`config.mk`:
```
export PLATFORM = sky130hd
export DESIGN_NAME = secded_sram
export DESIGN_NICKNAME = d
export VERILOG_FILES = /design/src/rtl/secded_pkg.sv /design/src/rtl/ecc_enc.sv /design/src/rtl/ecc_dec.sv /design/src/rtl/sram_array.sv /design/src/rtl/secded_sram.sv
export SDC_FILE = /design/constraint.sdc
export NUM_CORES = 2
export LEC_CHECK = 0
export ABC_AREA = 1
export BUFFER_PORTS_ARGS = -buffer_cell sky130_fd_sc_hd__buf_4
export CORE_MARGIN = 8
export CORE_UTILIZATION = 62
export DETAILED_ROUTE_END_ITERATION = 16
export PLACE_DENSITY_LB_ADDON = 0.3
export SYNTH_ARGS = -nofsm -noshare
export SYNTH_HDL_FRONTEND = slang
export SYNTH_SLANG_ARGS = --single-unit
```
`constraint.sdc`:
```
create_clock -name clk -period 8.5 [get_ports clk]
set_clock_uncertainty 0.1 [all_clocks]
set_input_delay 1.275 -clock clk [delete_from_list [all_inputs] [get_ports clk]]
set_output_delay 1.275 -clock clk [all_outputs]
set_load 0.02 [all_outputs]
```
`src/rtl/secded_pkg.sv`:
```
// Shared helpers for the error-correcting SRAM wrapper.
// Assumes at most 64 data bits per protected unit.
package secded_pkg;

    // Number of Hamming check bits (overall parity excluded) for k data bits.
    function automatic int hbits(input int k);
        int res;
        res = 0;
        for (int r = 1; r < 16; r++) begin
            if (res == 0 && (1 << r) >= k + r + 1) res = r;
        end
        return res;
    endfunction

    // Code positions of data bits: the integers >= 3 that are not powers of two.
    function automatic logic [511:0] pos_table();
        logic [511:0] tab;
        int n;
        tab = '0;
        n = 0;
        for (int q = 3; q < 128; q++) begin
            if ((q & (q - 1)) != 0 && n < 64) begin
                tab[n*8 +: 8] = 8'(q);
                n++;
            end
        end
        return tab;
    endfunction

endpackage

```
`src/rtl/ecc_enc.sv`:
```
// Check-bit generator for one protected unit of K data bits.
// Output is {overall parity, Hamming bits}. The overall bit makes the whole
// codeword even.
module ecc_enc #(
    parameter int K = 64,
    localparam int HB = secded_pkg::hbits(K),
    localparam int R = HB + 1
) (
    input  logic [K-1:0] d,
    output logic [R-1:0] chk
);
    localparam logic [511:0] PT = secded_pkg::pos_table();

    logic [HB-1:0] h;

    // Fold each data bit into the Hamming bits its position selects.
    always_comb begin
        h = '0;
        for (int j = 0; j < K; j++) begin
            for (int b = 0; b < HB; b++) begin
                if (PT[j*8 + b]) h[b] = h[b] ^ d[j];
            end
        end
        chk = {(^d) ^ (^h), h};
    end
endmodule

```
`src/rtl/ecc_dec.sv`:
```
// Syndrome decoder and corrector for one protected unit.
// Assumes the check layout produced by ecc_enc. Purely combinational.
module ecc_dec #(
    parameter int K = 64,
    localparam int HB = secded_pkg::hbits(K),
    localparam int R = HB + 1
) (
    input  logic [K-1:0] d,
    input  logic [R-1:0] c,
    output logic [K-1:0] dq,
    output logic [R-1:0] syn,
    output logic         ce,
    output logic         ue
);
    localparam logic [511:0] PT = secded_pkg::pos_table();

    logic [R-1:0]  rc;
    logic [HB-1:0] s;
    logic          p;

    ecc_enc #(.K(K)) u_re (.d(d), .chk(rc));

    // Form the syndrome, classify it and flip the addressed data bit.
    always_comb begin
        s   = rc[HB-1:0] ^ c[HB-1:0];
        p   = ^(rc ^ c);
        syn = {p, s};
        ce  = p;
        ue  = !p && (s != '0);
        for (int j = 0; j < K; j++) begin
            dq[j] = d[j] ^ (p && (s == PT[j*8 +: HB]));
        end
    end
endmodule

```
`src/rtl/sram_array.sv`:
```
// Single-port storage array with a bit write mask and a registered read.
// Contents are not reset; read data is held until the next read.
module sram_array #(
    parameter int DEPTH = 16,
    parameter int W = 72,
    localparam int AW = $clog2(DEPTH)
) (
    input  logic          clk,
    input  logic          we,
    input  logic          re,
    input  logic [AW-1:0] addr,
    input  logic [W-1:0]  wmask,
    input  logic [W-1:0]  wdata,
    output logic [W-1:0]  rdata
);
    logic [W-1:0] mem [DEPTH];

    // Masked write and registered read, one port.
    always_ff @(posedge clk) begin
        if (we) mem[addr] <= (mem[addr] & ~wmask) | (wdata & wmask);
        if (re) rdata <= mem[addr];
    end
endmodule

```
`src/rtl/secded_sram.sv`:
```
// Error-correcting SRAM wrapper. A doubleword is one 64+8 unit, or two 32+7
// units when SPLIT is set. Full-unit writes go straight to the array.
// Partial-unit writes stall one cycle for read-modify-write. Assumes the
// requester holds off while ready is low.
module secded_sram #(
    parameter int DEPTH = 16,
    parameter bit SPLIT = 1'b0,
    localparam int ADDR_W = $clog2(DEPTH),
    localparam int NU = SPLIT ? 2 : 1,
    localparam int UK = 64 / NU,
    localparam int R = secded_pkg::hbits(UK) + 1,
    localparam int SW = 64 + NU * R
) (
    input  logic              clk,
    input  logic              rst_n,
    input  logic              req,
    input  logic              we,
    input  logic [ADDR_W-1:0] addr,
    input  logic [7:0]        be,
    input  logic [63:0]       wdata,
    input  logic [SW-1:0]     flip_mask,
    output logic              ready,
    output logic              rvalid,
    output logic [63:0]       rdata,
    output logic              ce_o,
    output logic              ue_o,
    output logic              wr_err_o,
    output logic [ADDR_W:0]   err_addr,
    output logic [R-1:0]      err_syn
);
    localparam int UBE = 8 / NU;

    logic              rd_q, rmw_q;
    logic [ADDR_W-1:0] addr_q;
    logic [7:0]        be_q;
    logic [63:0]       wdata_q;

    logic [NU-1:0]     part_u, chk_u, ce_u, ue_u, wen_u;
    logic              partial, accept, rd_acc, fw_acc, pw_acc;
    logic [SW-1:0]     arr_q, arr_wdata, arr_wmask;
    logic [63:0]       corr, merged, enc_in;
    logic [R-1:0]      syn_u [NU];
    logic [R-1:0]      chk_new [NU];
    logic              ue_any, ce_any, found, pick, arr_we, arr_re;
    logic [ADDR_W-1:0] arr_addr;
    logic [7:0]        be_src;

    // Classify incoming byte enables per unit.
    always_comb begin
        for (int u = 0; u < NU; u++) begin
            part_u[u] = (|be[u*UBE +: UBE]) && !(&be[u*UBE +: UBE]);
        end
        partial = |part_u;
        accept  = req && ready;
        rd_acc  = accept && !we;
        fw_acc  = accept && we && !partial;
        pw_acc  = accept && we && partial;
    end

    // Request register: remembers the pending read or read-modify-write.
    always_ff @(posedge clk) begin
        if (!rst_n) begin
            rd_q  <= 1'b0;
            rmw_q <= 1'b0;
        end else begin
            rd_q  <= rd_acc;
            rmw_q <= pw_acc;
        end
        if (accept) begin
            addr_q  <= addr;
            be_q    <= be;
            wdata_q <= wdata;
        end
    end

    assign ready = !rmw_q;

    // Per-unit decoders and encoders.
    for (genvar u = 0; u < NU; u++) begin : g_unit
        ecc_dec #(.K(UK)) u_dec (
            .d   (arr_q[u*UK +: UK]),
            .c   (arr_q[64 + u*R +: R]),
            .dq  (corr[u*UK +: UK]),
            .syn (syn_u[u]),
            .ce  (ce_u[u]),
            .ue  (ue_u[u])
        );
        ecc_enc #(.K(UK)) u_enc (
            .d   (enc_in[u*UK +: UK]),
            .chk (chk_new[u])
        );
    end

    // Byte merge of new data over the corrected old word.
    always_comb begin
        for (int b = 0; b < 8; b++) begin
            merged[b*8 +: 8] = be_q[b] ? wdata_q[b*8 +: 8] : corr[b*8 +: 8];
        end
        enc_in = rmw_q ? merged : wdata;
    end

    // Which units are checked this cycle, and which one is reported.
    always_comb begin
        ue_any = 1'b0;
        ce_any = 1'b0;
        found  = 1'b0;
        pick   = 1'b0;
        for (int u = 0; u < NU; u++) begin
            chk_u[u] = rd_q || (rmw_q && (|be_q[u*UBE +: UBE]));
            ue_any = ue_any | (chk_u[u] & ue_u[u]);
            ce_any = ce_any | (chk_u[u] & ce_u[u]);
        end
        for (int u = 0; u < NU; u++) begin
            if (!found && chk_u[u] && ue_u[u]) begin
                pick  = 1'(u);
                found = 1'b1;
            end
        end
        for (int u = 0; u < NU; u++) begin
            if (!found && chk_u[u] && ce_u[u]) begin
                pick  = 1'(u);
                found = 1'b1;
            end
        end
    end

    // Response and error-report outputs.
    always_comb begin
        rvalid   = rd_q;
        rdata    = corr;
        ue_o     = ue_any;
        ce_o     = ce_any && !ue_any;
        wr_err_o = rmw_q && ue_any;
        err_addr = {addr_q, (NU == 2) ? pick : 1'b0};
        err_syn  = (ue_any || ce_any) ? syn_u[pick] : '0;
    end

    // Array write data, mask and control.
    always_comb begin
        be_src    = rmw_q ? be_q : be;
        arr_wdata[63:0] = enc_in;
        arr_wmask = '0;
        for (int u = 0; u < NU; u++) begin
            wen_u[u] = |be_src[u*UBE +: UBE];
            arr_wdata[64 + u*R +: R] = chk_new[u];
            arr_wmask[u*UK +: UK]    = {UK{wen_u[u]}};
            arr_wmask[64 + u*R +: R] = {R{wen_u[u]}};
        end
        if (fw_acc) arr_wdata = arr_wdata ^ flip_mask;
        arr_we   = fw_acc || (rmw_q && !ue_any);
        arr_re   = rd_acc || pw_acc;
        arr_addr = rmw_q ? addr_q : addr;
    end

    sram_array #(.DEPTH(DEPTH), .W(SW)) u_arr (
        .clk   (clk),
        .we    (arr_we),
        .re    (arr_re),
        .addr  (arr_addr),
        .wmask (arr_wmask),
        .wdata (arr_wdata),
        .rdata (arr_q)
    );


    rmw_stall_chk: assert property (@(posedge clk) disable iff (!rst_n)
        (req && we && ready && partial) |=> !ready);

    stall_one_chk: assert property (@(posedge clk) disable iff (!rst_n)
        !ready |=> ready);

    rd_resp_chk: assert property (@(posedge clk) disable iff (!rst_n)
        (req && !we && ready) |=> rvalid);

    ce_ue_excl_chk: assert property (@(posedge clk) disable iff (!rst_n)
        !(ce_o && ue_o));

    wr_err_ue_chk: assert property (@(posedge clk) disable iff (!rst_n)
        wr_err_o |-> (ue_o && !ready));

    no_resp_stall_chk: assert property (@(posedge clk) disable iff (!rst_n)
        !ready |=> !rvalid);
endmodule

```
# ---- After elaboration in Yosys (flattened, before gate mapping)
# Memory sizes are Yosys's and may differ from the RTL's.
# Cells that the tools add are included.
# W data, S select, Z words.
dict set report classes {
  n_eq_ne 64
  mux 15
  n_bitwise 471
  reduce_logical 95
}
# op count
set op_table {}
lappend op_table {{$xor A1 B1 Y1} 462}
lappend op_table {{$eq A7 B6 Y1 const B} 31}
lappend op_table {{$and A72 B72 Y72} 2}
lappend op_table {{$reduce_xor A64 Y1} 2}
lappend op_table {{$eq A7 B5 Y1 const B} 15}
lappend op_table {{$mux W8} 10}
lappend op_table {{$logic_and A1 B1 Y1} 75}
lappend op_table {{$mux W72} 1}
lappend op_table {{$not A72 Y72} 1}
lappend op_table {{$or A72 B72 Y72} 1}
lappend op_table {{$xor A72 B72 Y72} 1}
lappend op_table {{$mux W64} 1}
lappend op_table {{$eq A7 B4 Y1 const B} 7}
lappend op_table {{$eq A7 B7 Y1 const B} 7}
lappend op_table {{$reduce_or A8 Y1} 3}
lappend op_table {{$eq A7 B3 Y1 const B} 3}
lappend op_table {{$reduce_xor A7 Y1} 2}
lappend op_table {{$reduce_and A8 Y1} 1}
lappend op_table {{$reduce_xor A8 Y1} 1}
lappend op_table {{$xor A8 B8 Y8} 1}
lappend op_table {{$eq A7 B2 Y1 const B} 1}
lappend op_table {{$reduce_bool A7 Y1} 1}
lappend op_table {{$xor A7 B7 Y7} 1}
lappend op_table {{$logic_not A1 Y1} 6}
lappend op_table {{4 further kinds} 9}
dict set report word_totals {
  ff_bits 150
  ram_bits 1152
  in_bits 152
  output_inout_bits 82
  wordCells 652
  n_memories 1
}
# name words word_bits read_ports rd_clocked_by_memory_dff write_ports line
set mem_list {}
lappend mem_list {u_arr.mem 16 72 1 0 1 sram_array.sv:16} ;# logic [W-1:0] mem [DEPTH];

# ---- Logic depth before layout (Yosys ltp)
dict set report depth {
  depth_word 82
  depth_mapped 61
  depth_no_buf 58
}

# ---- By module
# Synthesis repeated with hierarchy kept, for this count alone.
dict set report unflattened {
  cells_unflattened 7551
  area_unflattened_um2 65694.3
}
# module instances cells_per_inst area_per_inst_um2 seq_area_each_um2
set by_module_without_submodules {}
lappend by_module_without_submodules {sram_array 1 4859 50806.2 36755.3}
lappend by_module_without_submodules {secded_sram 1 998 6744.0 2322.2}
lappend by_module_without_submodules {ecc_enc 2 606 3024.2 0.0}
lappend by_module_without_submodules {ecc_dec 1 482 2095.8 0.0}

# ---- Worst setup path before layout
# No wires, ideal clock.
dict set report synth_path {
  path_type {flip-flop to flip-flop}
  from {register u_arr.rdata[10] (read register of u_arr.mem)}
  to {memory u_arr.mem[0][0] (enable)}
  setup_ns 0.503
  arrival_ns 6.741
  required_ns 7.897
  path_slack_ns 1.156
  stages_incl_launch_ff 35
  path_buffers 2
  synth_period_minus_slack_ns 7.344
  path_cell_list {edfxtp_1 -> buf_2 -> inv_1 -> nand2_1 -> nand2_1 -> nand2_1 -> nand2_1 -> nand2_1 -> nand2_1 -> nand2_1 -> nand2_1 -> nand2_1 -> nand2_1 -> nand2_1 -> nand3_1 -> nand2_1 -> xnor2_1 -> inv_1 -> ha_1 -> xor2_1 -> inv_1 -> nand3_1 -> nand2_1 -> nand2_1 -> nand2_1 -> nand2_1 -> nand2_1 -> nand2_4 -> nand2_1 -> buf_2 -> nand3_1 -> inv_1 -> o21ai_0 -> nand2_1 -> nor2_1}
}
dict set report synth_via {
  elab_chain_cells 41
  elab_cells_between_ends 127
  classes_between {2 x mux; 116 x bitwise; 9 x reduce/logical}
}
# element line
set synth_lines {}
lappend synth_lines {{start, declared} sram_array.sv:14} ;# output logic [W-1:0] rdata
lappend synth_lines {{$xor A1 B1 Y1 (29 in a row)} ecc_enc.sv:21} ;# if (PT[j*8 + b]) h[b] = h[b] ^ d[j];
lappend synth_lines {{$reduce_xor A7 Y1} ecc_enc.sv:24} ;# chk = {(^d) ^ (^h), h};
lappend synth_lines {{$xor A1 B1 Y1} ecc_enc.sv:24}
lappend synth_lines {{$xor A8 B8 Y8} ecc_dec.sv:26} ;# p = ^(rc ^ c);
lappend synth_lines {{$reduce_xor A8 Y1} ecc_dec.sv:26}
lappend synth_lines {{$logic_not A1 Y1} ecc_dec.sv:29} ;# ue = !p && (s != '0);
lappend synth_lines {{$logic_and A1 B1 Y1 *} ecc_dec.sv:29}
lappend synth_lines {{$and A1 B1 Y1 *} secded_sram.sv:110} ;# ue_any = ue_any | (chk_u[u] & ue_u[u]);
lappend synth_lines {{net ue_o} secded_sram.sv:26} ;# output logic ue_o,
lappend synth_lines {{$logic_not A1 Y1 *} secded_sram.sv:150} ;# arr_we = fw_acc || (rmw_q && !ue_any);
lappend synth_lines {{$logic_and A1 B1 Y1 *} secded_sram.sv:150}
lappend synth_lines {{$logic_or A1 B1 Y1 *} secded_sram.sv:150}
lappend synth_lines {{$mux W1 *} sram_array.sv:20} ;# if (we) mem[addr] <= (mem[addr] & ~wmask) | (wdata & wmask);
lappend synth_lines {{$mux W1 (implied by the code) *} sram_array.sv:20}
lappend synth_lines {{end, declared} sram_array.sv:16}
# The timed path passes the listed nets; every way through them passes the cells marked *.

# ---- Worst setup path after layout
dict set report layout_path {
  from {register u_arr.rdata[49] (read register of u_arr.mem)}
  to {memory u_arr.mem[5][65] (data pin)}
}
dict set report layout_via {
  elab_chain_cells 54
  elab_cells_between_ends 182
  classes_between {35 x eq/ne; 10 x mux; 99 x bitwise; 38 x reduce/logical}
}
# element line
set layout_lines {}
lappend layout_lines {{$xor A1 B1 Y1 (8 in a row)} ecc_enc.sv:21}
lappend layout_lines {{$reduce_xor A7 Y1} ecc_enc.sv:24}
lappend layout_lines {{$xor A1 B1 Y1} ecc_enc.sv:24}
lappend layout_lines {{$xor A8 B8 Y8} ecc_dec.sv:26}
lappend layout_lines {{$reduce_xor A8 Y1} ecc_dec.sv:26}
lappend layout_lines {{$logic_and A1 B1 Y1} ecc_dec.sv:31} ;# dq[j] = d[j] ^ (p && (s == PT[j*8 +: HB]));
lappend layout_lines {{$xor A1 B1 Y1} ecc_dec.sv:31}
lappend layout_lines {{$mux W8} secded_sram.sv:97} ;# merged[b*8 +: 8] = be_q[b] ? wdata_q[b*8 +: 8] : corr[b*8 +: 8];
lappend layout_lines {{$mux W64 *} secded_sram.sv:99} ;# enc_in = rmw_q ? merged : wdata;
lappend layout_lines {{$xor A1 B1 Y1 (33 in a row)} ecc_enc.sv:21}
lappend layout_lines {{$xor A1 B1 Y1 *} ecc_enc.sv:21}
lappend layout_lines {{$xor A72 B72 Y72} secded_sram.sv:149} ;# if (fw_acc) arr_wdata = arr_wdata ^ flip_mask;
lappend layout_lines {{$mux W72 *} secded_sram.sv:149}
lappend layout_lines {{$and A72 B72 Y72 *} sram_array.sv:20}
lappend layout_lines {{$or A72 B72 Y72 *} sram_array.sv:20}
# Mark *: on every way between the ends. The rest lies on a longest branch, timed or not.

==> results.yml <==
critical_path:
  crit_path_max_fanout: 43
  critPathKind: "reg2reg"
  critPathTopFamily: "simple AND/OR/NAND/NOR gates"
  slowest_delay_ns: 0.57
  cpMostUsedCell: "nand2_1"
  path_buf_inv: 7
  r2r_start: "u_arr.rdata[49]"
  ff2ff_path_depth: 49
  worstPathArrival_ns: 8.46
  cp-end-kind: "flip-flop"
  r2r_slack_ns: 0.43
  start_kind: "flip-flop"
  worst_r2r_endpoint: "u_arr.mem[5][65]"
  worst_ep_required_time_ns: 8.89
  slowest_stage: "edfxtp_1"
floorplan:
  die_area_sq_mm: 0.104
  die_w_um: 323
  start_util: 0.626
  die_h_um: 323
  rows: 112
  core-area_sq_mm: 0.0935
  num_io_pins: 234
clock_tree:
  cts_max_level: 4
  cts_root_buffer: "clkbuf_16"
  insertion_delay_ns: 0.75
  numClockSinks: 1302
  cts_setup_buffers: 0
  cts_made_buffers: 131
  clockBufferDepth: 3
  cts_hold_buffers: 0
  clkTransAtPathRegs_ns: 0.07
  tritoncts: "built"
sta:
  max_slew_margin: 0.189
  fin_crit_sh: 0.950
  finalSetupTns_ns: 0
  period_needed_ns: 8.07
  worst_slew_pin_slew_ns: 1.22
  fin_ws_ns: 0.426
  slew_violations: 0
  finalHoldViolations: 0
  hold_slack_ns: 0.607
  fmax_mhz: 124
  setup_viol: 0
  rsz0062_at_grt: "no"
global_route:
  grt_pass1_vias: 41580
  grt_util_all_layers: 0.392
  grt_max_degree: 172
  antenna_found_initial: 8
  gr-total-overflow: 0
  grt_pass1_wl_um: 293000
place:
  globalplace.congestion: 1.09
  dp_slack_ns: 0.690
  numPortBuffers: 232
  dp_hpwl_um: 138000
  place_inst: 6548
layout:
  nFillCells: 6373
  nNetsFinal: 5591
  drive_gt1_frac: 0.106
  area_growth_pct: 13.0
  stdcell_count: 6784
worst_hold_path:
  min_to: "wdata_q[57]"
  hold_class: "in2reg"
  hold_path_startpoint: "wdata[57]"
  hold-path-cell-count: 1
yosys:
  synth_nets: 5361
  async_flop_share: 0
  netlist_area_sq_mm: 0.0585
  netlist_top_cells_area: "edfxtp_1, nand2_1, a22oi_1"
  ys_types: 44
  ys_ff_latch: 1302
  synth_edf_count: 1300
  yosysTopAreaCellShare: 0.667
  seq_area_frac_synth: 0.668
  yosys.area.top_type: "edfxtp_1"
  synth_cells: 5197
  yosysWarningCount: 0
  syn_area_per_cell_sq_um: 11.3
  synth_ff_type: "edfxtp_1"
run_status:
  status: "completed"
detailed_routing:
  drt_iter0_markers: 8039
  drc: 0
  wl_met3_um: 30900
  dr_wl_met2_um: 90500
  vias: 45250
  ant_nets: 0
  routed_wl_um: 210000
  dr.max_layer_used: "met5"
  first_pass_iters: 8
  wl_met1_um: 76100
  via_per_inst: 6.67
  wl_per_cell_um: 31.0
run:
  maxCapViolations: 0
power:
  power_density_mw_per_mm2: 290
  ir_worst_vdd_uv: 826
  total_power_uw: 19200
  leakagePower_uw: 0.0247
==> cell usage after synthesis, drive strengths merged (29+ instances only) <==
master,number
clkbuf,179
a22oi,576
or4,72
xnor2,112
buf,59
xor2,63
nand2,1538
inv,265
nand4,70
nor2,270
a21oi,307
edfxtp,1300
nand3,296
o21ai,29
==> how the worst max path moves through the flow <==
stage	cells after the start	endpoint	slack, ns	from
3_5_place_dp	48	u_arr.mem[12][71]	0.69	u_arr.rdata[49]
2_1_floorplan	34	u_arr.mem[0][0]	1.16	u_arr.rdata[10]
4_1_cts	34	err_syn[0]	0.56	u_arr.rdata[49]
3_3_place_gp	54	u_arr.mem[14][71]	0.72	u_arr.rdata[49]
5_1_grt	53	u_arr.mem[5][71]	0.08	u_arr.rdata[34]
6_report	49	u_arr.mem[5][65]	0.43	u_arr.rdata[49]
==> routing by layer <==
metal / global-route usage / vias up
met2: 0.574 / 3905
li1: - / 19166
met1: 0.538 / 21595
met4: 0.204 / 10
met5: 0 / -
met3: 0.108 / 574
==> cell families after synthesis <==
logic type / Yosys count / synth area share
AOI/OAI and AO/OA: 928 / 0.105
and+or+nand+nor: 2270 / 0.163
other: 1 / 0.0000641
adders and majority gates: 12 / 0.00257
buffers and inverters: 509 / 0.0350
DFF: 1302 / 0.668
xor gates and xnor gates: 175 / 0.0266
==> sequential cells by signal, summed over array words and instances (netlist names) <==
name         cells
be_q             8
rmw_q            1
u_arr.mem     1152
u_arr.rdata     72
wdata_q         64
addr_q           4
rvalid           1
==> power breakdown <==
| group | switching, uW | internal [uW] | total, uW |
|---|---|---|---|
| Clock | 2440 | 2940 | 5380 |
| Sequential | 137 | 7470 | 7600 |
| Combinational | 4740 | 1470 | 6210 |
| Total | 7310 | 11900 | 19200 |
==> layout by cell type, fill, tap and decap left out, types with 3 or more instances in the layout <==
cell type     n
a21boi_0      3
a21boi_1      9
a21oi_1     299
a21oi_2       5
a21oi_4       3
a22oi_1     576
and2_1        6
buf_12       30
buf_4       305
clkbuf_1     34
clkbuf_16   134
clkinv_1     39
clkinv_2     15
clkinv_4      3
diode_2       4
edfxtp_1   1300
ha_1         12
inv_1       256
inv_2         4
inv_4         5
inv_6         4
nand2_1    1509
nand2_2      26
nand3_1     292
nand3_2       3
nand3b_1      9
nand4_1      69
nor2_1      247
nor2_4       21
o21ai_0      26
o21ai_1       3
or2_2         6
or4_1        72
xnor2_1     109
xnor2_2       3
xor2_1       61
==> cell type report <==
type	instances	area, sq um	area share
repair buffers	335	2890	0.0437
inverters	271	1030	0.0156
diodes	4	10.0	0.000151
multi-input cells	3386	17600	0.266
flip-flops and latches	1302	39100	0.591
clock inverters	64	433	0.00655
clock buffers	168	3480	0.0527
well taps	1254	1570	0.0237
==> stage by stage <==
stage | cell area [sq um] | util
2_1_floorplan | 58500 | -
3_3_place_gp | 62100 | 0.665
3_5_place_dp | 62100 | 0.665
4_1_cts | 66100 | 0.707
5_1_grt | 66100 | 0.707
6_report | 66100 | 0.707
==> timing repair <==
action	CTS	global route
hold endpoints to repair	0	0
resized for setup	0	5
endpoints found under the setup margin	0	64
Note: power is estimated with default switching activity, not from simulation.
